==> src/rtl/pgprog_pkg.sv <==
// Package: shared state encoding and the fixed unlock prefix for the
// page programming engine. Assumes a byte-wide flash whose command
// addresses fit in 16 bits.
package pgprog_pkg;

    typedef enum logic [2:0] {
        S_IDLE,
        S_UNLK,
        S_DATA,
        S_PREF,
        S_POLL,
        S_CHECK,
        S_DECIDE,
        S_FINISH
    } pp_state_e;

    localparam logic [15:0] CMD_ADDR_A = 16'h5555;
    localparam logic [15:0] CMD_ADDR_B = 16'h2AAA;

    // Address of unlock step 0..2
    function automatic logic [15:0] unlk_addr(input logic [1:0] step);
        return (step == 2'd1) ? CMD_ADDR_B : CMD_ADDR_A;
    endfunction

    // Data of unlock step 0..2
    function automatic logic [7:0] unlk_data(input logic [1:0] step);
        case (step)
            2'd0:    return 8'hAA;
            2'd1:    return 8'h55;
            default: return 8'hA0;
        endcase
    endfunction

endpackage

==> src/rtl/pp_toggle_poll.sv <==
// Toggle-bit readiness detector. On load it stores the sampled bit as
// the reference; on each step it replaces the reference and counts one
// comparison. agree/expire are combinational views of the current read.
// Assumes LIMIT >= 1.
module pp_toggle_poll #(
    parameter int LIMIT = 268435455,
    parameter int CW    = $clog2(LIMIT + 1)
) (
    input  logic          clk,
    input  logic          rst_n,
    input  logic          load,
    input  logic          step,
    input  logic          sample,
    output logic          agree,
    output logic          expire,
    output logic [CW-1:0] cnt
);

    logic prev_q;

    // Track the previous bit and the number of comparisons spent
    always_ff @(posedge clk) begin
        if (!rst_n) begin
            prev_q <= 1'b0;
            cnt    <= '0;
        end else if (load) begin
            prev_q <= sample;
            cnt    <= '0;
        end else if (step) begin
            prev_q <= sample;
            cnt    <= cnt + 1'b1;
        end
    end

    assign agree  = (sample == prev_q);
    assign expire = (cnt == CW'(LIMIT - 1));

endmodule

==> src/rtl/pp_retry_ctr.sv <==
// Retry counter: cleared at an accepted start, incremented for each
// repeated attempt. can_retry is high while fewer than LIMIT retries
// have been taken.
module pp_retry_ctr #(
    parameter int LIMIT = 16,
    parameter int CW    = $clog2(LIMIT + 1)
) (
    input  logic          clk,
    input  logic          rst_n,
    input  logic          clr,
    input  logic          inc,
    output logic          can_retry,
    output logic [CW-1:0] cnt
);

    // Count retries taken for the current page
    always_ff @(posedge clk) begin
        if (!rst_n)   cnt <= '0;
        else if (clr) cnt <= '0;
        else if (inc) cnt <= cnt + 1'b1;
    end

    assign can_retry = (cnt < CW'(LIMIT));

endmodule

==> src/rtl/pp_cmp_acc.sv <==
// Read-back comparator: accumulates a sticky mismatch flag over one
// verify pass. clr wins over en.
module pp_cmp_acc #(
    parameter int DW = 8
) (
    input  logic          clk,
    input  logic          rst_n,
    input  logic          clr,
    input  logic          en,
    input  logic [DW-1:0] got,
    input  logic [DW-1:0] want,
    output logic          mism
);

    // Sticky mismatch across the bytes of one pass
    always_ff @(posedge clk) begin
        if (!rst_n)   mism <= 1'b0;
        else if (clr) mism <= 1'b0;
        else if (en && (got != want)) mism <= 1'b1;
    end

endmodule

==> src/rtl/pgprog_engine.sv <==
// Page programming engine. Per attempt: unlock prefix, data writes
// (0xFF skipped), toggle-bit poll on the last page byte, full read-back.
// Mismatch repeats the attempt up to RETRY_LIMIT times.
// Assumes: AW >= 16, page_base aligned to the page size, pg_shift no
// larger than MAX_PG_SHIFT, and same-cycle source and flash reads.
module pgprog_engine
    import pgprog_pkg::*;
#(
    parameter int AW           = 20,
    parameter int MAX_PG_SHIFT = 8,
    parameter int POLL_LIMIT   = 268435455,
    parameter int RETRY_LIMIT  = 16,
    localparam int OW  = MAX_PG_SHIFT,
    localparam int SW  = $clog2(MAX_PG_SHIFT + 1),
    localparam int PCW = $clog2(POLL_LIMIT + 1),
    localparam int RCW = $clog2(RETRY_LIMIT + 1)
) (
    input  logic          clk,
    input  logic          rst_n,
    input  logic          start,
    input  logic [AW-1:0] page_base,
    input  logic [SW-1:0] pg_shift,
    output logic [OW-1:0] src_addr,
    input  logic [7:0]    src_data,
    output logic [AW-1:0] fl_addr,
    output logic [7:0]    fl_wdata,
    output logic          fl_we,
    output logic          fl_re,
    input  logic [7:0]    fl_rdata,
    output logic          done,
    output logic          fail,
    output logic [AW-1:0] fail_page
);

    pp_state_e     state;
    logic [AW-1:0] base_q;
    logic [SW-1:0] shift_q;
    logic [OW-1:0] off_q;
    logic [1:0]    uidx;
    logic          fail_q;

    logic [OW:0]   span;
    logic [OW:0]   span_m1;
    logic [OW-1:0] last_off;
    logic          at_last;
    logic          busy;

    logic            poll_agree;
    logic            poll_expire;
    logic [PCW-1:0]  poll_cnt;
    logic            can_retry;
    logic [RCW-1:0]  retry_cnt;
    logic            mism;
    logic            retry_now;

    // Last offset of the latched page
    assign span     = (OW+1)'(1) << shift_q;
    assign span_m1  = span - (OW+1)'(1);
    assign last_off = span_m1[OW-1:0];
    assign at_last  = (off_q == last_off);
    assign busy     = (state != S_IDLE);
    assign retry_now = (state == S_DECIDE) && mism && can_retry;

    pp_toggle_poll #(
        .LIMIT (POLL_LIMIT),
        .CW    (PCW)
    ) u_poll (
        .clk    (clk),
        .rst_n  (rst_n),
        .load   (state == S_PREF),
        .step   ((state == S_POLL) && !poll_agree && !poll_expire),
        .sample (fl_rdata[6]),
        .agree  (poll_agree),
        .expire (poll_expire),
        .cnt    (poll_cnt)
    );

    pp_retry_ctr #(
        .LIMIT (RETRY_LIMIT),
        .CW    (RCW)
    ) u_retry (
        .clk       (clk),
        .rst_n     (rst_n),
        .clr       ((state == S_IDLE) && start),
        .inc       (retry_now),
        .can_retry (can_retry),
        .cnt       (retry_cnt)
    );

    pp_cmp_acc #(
        .DW (8)
    ) u_cmp (
        .clk   (clk),
        .rst_n (rst_n),
        .clr   (state == S_UNLK),
        .en    (state == S_CHECK),
        .got   (fl_rdata),
        .want  (src_data),
        .mism  (mism)
    );

    // Sequencer: attempt phases, page offset walk and final verdict
    always_ff @(posedge clk) begin
        if (!rst_n) begin
            state   <= S_IDLE;
            base_q  <= '0;
            shift_q <= '0;
            off_q   <= '0;
            uidx    <= '0;
            fail_q  <= 1'b0;
        end else begin
            case (state)
                S_IDLE: begin
                    if (start) begin
                        base_q  <= page_base;
                        shift_q <= pg_shift;
                        fail_q  <= 1'b0;
                        uidx    <= '0;
                        state   <= S_UNLK;
                    end
                end
                S_UNLK: begin
                    uidx <= uidx + 2'd1;
                    if (uidx == 2'd2) begin
                        off_q <= '0;
                        state <= S_DATA;
                    end
                end
                S_DATA: begin
                    if (at_last) state <= S_PREF;
                    else         off_q <= off_q + 1'b1;
                end
                S_PREF: begin
                    state <= S_POLL;
                end
                S_POLL: begin
                    if (poll_agree || poll_expire) begin
                        off_q <= '0;
                        state <= S_CHECK;
                    end
                end
                S_CHECK: begin
                    if (at_last) state <= S_DECIDE;
                    else         off_q <= off_q + 1'b1;
                end
                S_DECIDE: begin
                    if (retry_now) begin
                        uidx  <= '0;
                        state <= S_UNLK;
                    end else begin
                        fail_q <= mism;
                        state  <= S_FINISH;
                    end
                end
                S_FINISH: begin
                    state <= S_IDLE;
                end
                default: state <= S_IDLE;
            endcase
        end
    end

    // Flash bus drive for the current phase
    always_comb begin
        fl_we    = 1'b0;
        fl_re    = 1'b0;
        fl_wdata = src_data;
        fl_addr  = base_q + AW'(off_q);
        case (state)
            S_UNLK: begin
                fl_we    = 1'b1;
                fl_wdata = unlk_data(uidx);
                fl_addr  = AW'(unlk_addr(uidx));
            end
            S_DATA:  fl_we = (src_data != 8'hFF);
            S_PREF,
            S_POLL: begin
                fl_re   = 1'b1;
                fl_addr = base_q + AW'(last_off);
            end
            S_CHECK: fl_re = 1'b1;
            default: ;
        endcase
    end

    assign src_addr  = off_q;
    assign done      = (state == S_FINISH);
    assign fail      = fail_q;
    assign fail_page = base_q >> shift_q;

endmodule

==> config.mk <==
export PLATFORM = sky130hd
export DESIGN_NAME = pgprog_engine
export DESIGN_NICKNAME = d
export VERILOG_FILES = /design/src/rtl/pgprog_pkg.sv /design/src/rtl/pp_toggle_poll.sv /design/src/rtl/pp_retry_ctr.sv /design/src/rtl/pp_cmp_acc.sv /design/src/rtl/pgprog_engine.sv
export SDC_FILE = /design/constraint.sdc
export NUM_CORES = 1
export LEC_CHECK = 0
export CAP_MARGIN = 5
export CORE_MARGIN = 2
export CORE_UTILIZATION = 57
export DETAILED_ROUTE_END_ITERATION = 7
export HOLD_SLACK_MARGIN = 0.1
export PLACE_DENSITY = 0.86
export SYNTH_ARGS = -nofsm -noshare
export SYNTH_HDL_FRONTEND = slang
export SYNTH_SLANG_ARGS = --single-unit
export TNS_END_PERCENT = 50
==> constraint.sdc <==
create_clock -name clk -period 13.6 [get_ports clk]
set_clock_uncertainty 0.2 [all_clocks]
set_input_delay 2.04 -clock clk [delete_from_list [all_inputs] [get_ports clk]]
set_output_delay 2.04 -clock clk [all_outputs]
set_load 0.05 [all_outputs]
==> reports/qor.txt <==
Status: complete, no violations
Drt first-iter violations: 438
Rel. slew slack: 39.3%
# fillers: 715
Share of layout cells above drive strength 1: 5.89%
Via count: 5492
Tmin final: 7.58 ns
# Max-Cap Violations: 0
Diodes inserted: 0
Switching Share: 54.0%
Clock share of power: 14.0%
All-layer global routing usage: 28.9%
Initial Utilization: 58.6%
# DRC: 0
Yosys reg bits: 73
Skew-Pair Late Insertion Delay: 0.36 ns
Main synth FF type: dfxtp_1
Io pins: 103
Internal power: 568 uW
Measured slew at the worst slew-check pin: 0.909 ns
Setup Fix Bufs, Post-CTS: 0
Sequential share of power: 22.6%
Kind of critical path: flop to primary output
Post-synth EDFFs: 0
Core box area: 9240 um2
Post-DRT Antenna Nets: 0
Final worst slack: 6.02 ns
Unrepaired setup endpoints after global routing: false
Routed vias/inst: 5.92
Gate power share: 63.3%
Port-buffer cells: 102
Resized cells post-CTS: 0
Count of cell types in the netlist: 68
Critical path required time: 11.36 ns
Num CTS Buffers: 9
1st-pass router iterations: 5
Layout area overhead: 22.7%
Footprint of the multi-input gates: 3720 um2
Syn_area_per_cell: 7.54 um2
Detail Placement HPWL: 10800 um
Synth warn: 0
# H-tree levels: 3
Utilization after layout: 72.0%
Hold_sp: u_poll.cnt[8]
Largest fanout on the critical path: 27
Worst vdd ir: 204 uV
Area of the die: 10300 um2
Pwr dens: 186 nW/um2
Clock sinks: 73
First-pass GRT wire length: 23900 um
Die Ht: 101 um
Commonest non-fill, non-tap cells in the layout: 124 x nand2_1, 102 x clkdlybuf4s50_1, 73 x dfxtp_1
Placer Congestion: 0.915
Crit path from: shift_q[2]
CTS tree: built
Clk root buf: clkbuf_8
Final #Nets: 855
Leakage dissipation: 0.00247 uW
Final wirelength: 14600 um
Asr flop ratio synth: 0%
Syn Nets: 781
Setup WS pre-CTS: 6.56 ns
Initial antenna violation count: 0
Vias in the first global route: 5058
Pins Over Slew Limit: 0
Most common cell after layout, fill and taps aside: nand2_1
Pwr Total: 1230 uW
Clock buffer depth: 2
Remaining Overflow, GRT: 0
Final Non-Filler Cells: 927
Gate Count Post-Synth: 719
Critical Path AT: 5.34 ns
Row count: 35
Net Sw Power: 666 uW
Post-Place Cells: 911
Final TNS setup: 0 ns
Startpoint types: flop
Largest net degree at the start of global routing: 40
Fmax: 132 MHz
Register area: 1460 um2
Final Cycle Share: 55.7%
CTS Hold Bufs: 0
Worst Hold Class: flop to flop
Area of the mapped netlist: 5420 um2
Clk slew on worst S/H paths: 0.09 ns
Hold Vio Cnt, Final: 0
Reg-to-reg startpoint: shift_q[2]
CP endpoint kind: primary output
Die Wd: 101 um
Sequential share of the synthesized area: 27.0%
Final setup violation count: 0
Routed length per instance: 15.8 um
-- final cells by class --
class | instances | share of cell area, %
multi-input combinational | 584 | 55.9
sequential | 73 | 22.0
timing repair buffer | 107 | 15.9
tap | 129 | 2.43
clock buffer | 9 | 1.86
inverter | 18 | 1.02
clock inverter | 7 | 0.903
-- path summary, 6_finish.rpt --
kind / to / slack, ns / depth (start not counted)
setup / recovery: fl_addr[9] / 6.02 / 13
hold / removal: u_poll.cnt[8] / 0.29 / 2
setup reg to reg: src_addr[4] / 9.80 / 9
hold reg to reg: u_poll.cnt[8] / 0.29 / 2
-- registers in the layout (all words and copies together) (netlist names) --
signal         flops
u_retry.cnt        5
state              3
uidx               2
shift_q            4
src_addr           8
fail               1
u_poll.cnt        28
base_q            20
u_poll.prev_q      1
u_cmp.mism         1
-- stage by stage --
stage / hold WS, ns / cell area (um2)
global route: 0.332 / 6650
detailed placement: 0.280 / 6470
floorplan: 0.258 / 5420
global placement: 0.267 / 6470
CTS: 0.292 / 6650
finish: 0.294 / 6650
-- cell families (layout without fill, tap and decap cells) --
group / after synthesis / after routing / share of synthesized area, %
compound gates: 164 / 164 / 20.0
xor+xnor: 49 / 49 / 8.31
fa+ha+maj: 19 / 19 / 4.53
buf+inv: 62 / 141 / 4.53
flops: 73 / 73 / 27.0
mux: 34 / 34 / 7.30
simple gates: 318 / 318 / 28.3
-- cells in the mapped netlist (4+ instances only) --
cell / n / area share [%]
and2_1: 8 / 0.92
nand3_1: 19 / 1.8
nor2_1: 69 / 4.8
and4_1: 5 / 0.81
a211oi_1: 11 / 1.5
nor4_1: 4 / 0.46
a31oi_1: 7 / 0.81
nor2b_1: 9 / 1.0
a21oi_1: 51 / 4.7
nor3_1: 15 / 1.4
o21ai_0: 31 / 2.9
o22ai_1: 7 / 0.81
xnor2_1: 22 / 3.6
nand4_1: 16 / 1.8
nand2_1: 124 / 8.6
xor2_1: 25 / 4.0
mux2i_1: 26 / 4.8
a21boi_0: 25 / 3.5
a21o_1: 5 / 0.69
dfxtp_1: 73 / 27
ha_1: 18 / 4.2
clkbuf_1: 37 / 2.6
and3_1: 8 / 0.92
or3_1: 15 / 1.7
nand2b_1: 6 / 0.69
buf_2: 4 / 0.37
inv_1: 17 / 1.2
mux2_2: 4 / 0.83
mux4_2: 4 / 1.7
-- power groups by stage --
| stage | Clock, uW | Combinational, uW | Sequential (uW) |
|---|---|---|---|
| after global placement | 0 | 767 | 281 |
| final | 173 | 782 | 279 |
| after detailed placement | 0 | 772 | 283 |
| after floorplan | 0 | 572 | 262 |
| after global routing | 182 | 831 | 284 |
| after CTS | 174 | 778 | 278 |
-- worst max-delay path: stages (launching register included) --
cell and delay, ns:
dfxtp_1 0.61, or4_4 0.64, ha_1 0.36, nor4_1 0.31, o21ai_1 0.17, a31oi_1 0.28, ha_1 0.29, o21ai_0 0.19
inv_1 0.10, a2111oi_2 0.73, nor3b_1 0.15, xnor2_1 0.16, a21oi_1 0.15, clkdlybuf4s50_1 0.82
-- metal layers --
metal | part of all wire, % | wire length, um | GRT usage, % | vias to the layer above
li1 | - | - | - | 2676
met1 | 45 | 6610 | 39.8 | 2571
met2 | 46 | 6720 | 46.4 | 221
met3 | 7.5 | 1100 | 4.69 | 24
met4 | 1.5 | 213 | 9.25 | 0
met5 | 0 | 0 | 0 | -
No activity file was read; power rests on OpenSTA's default activity.
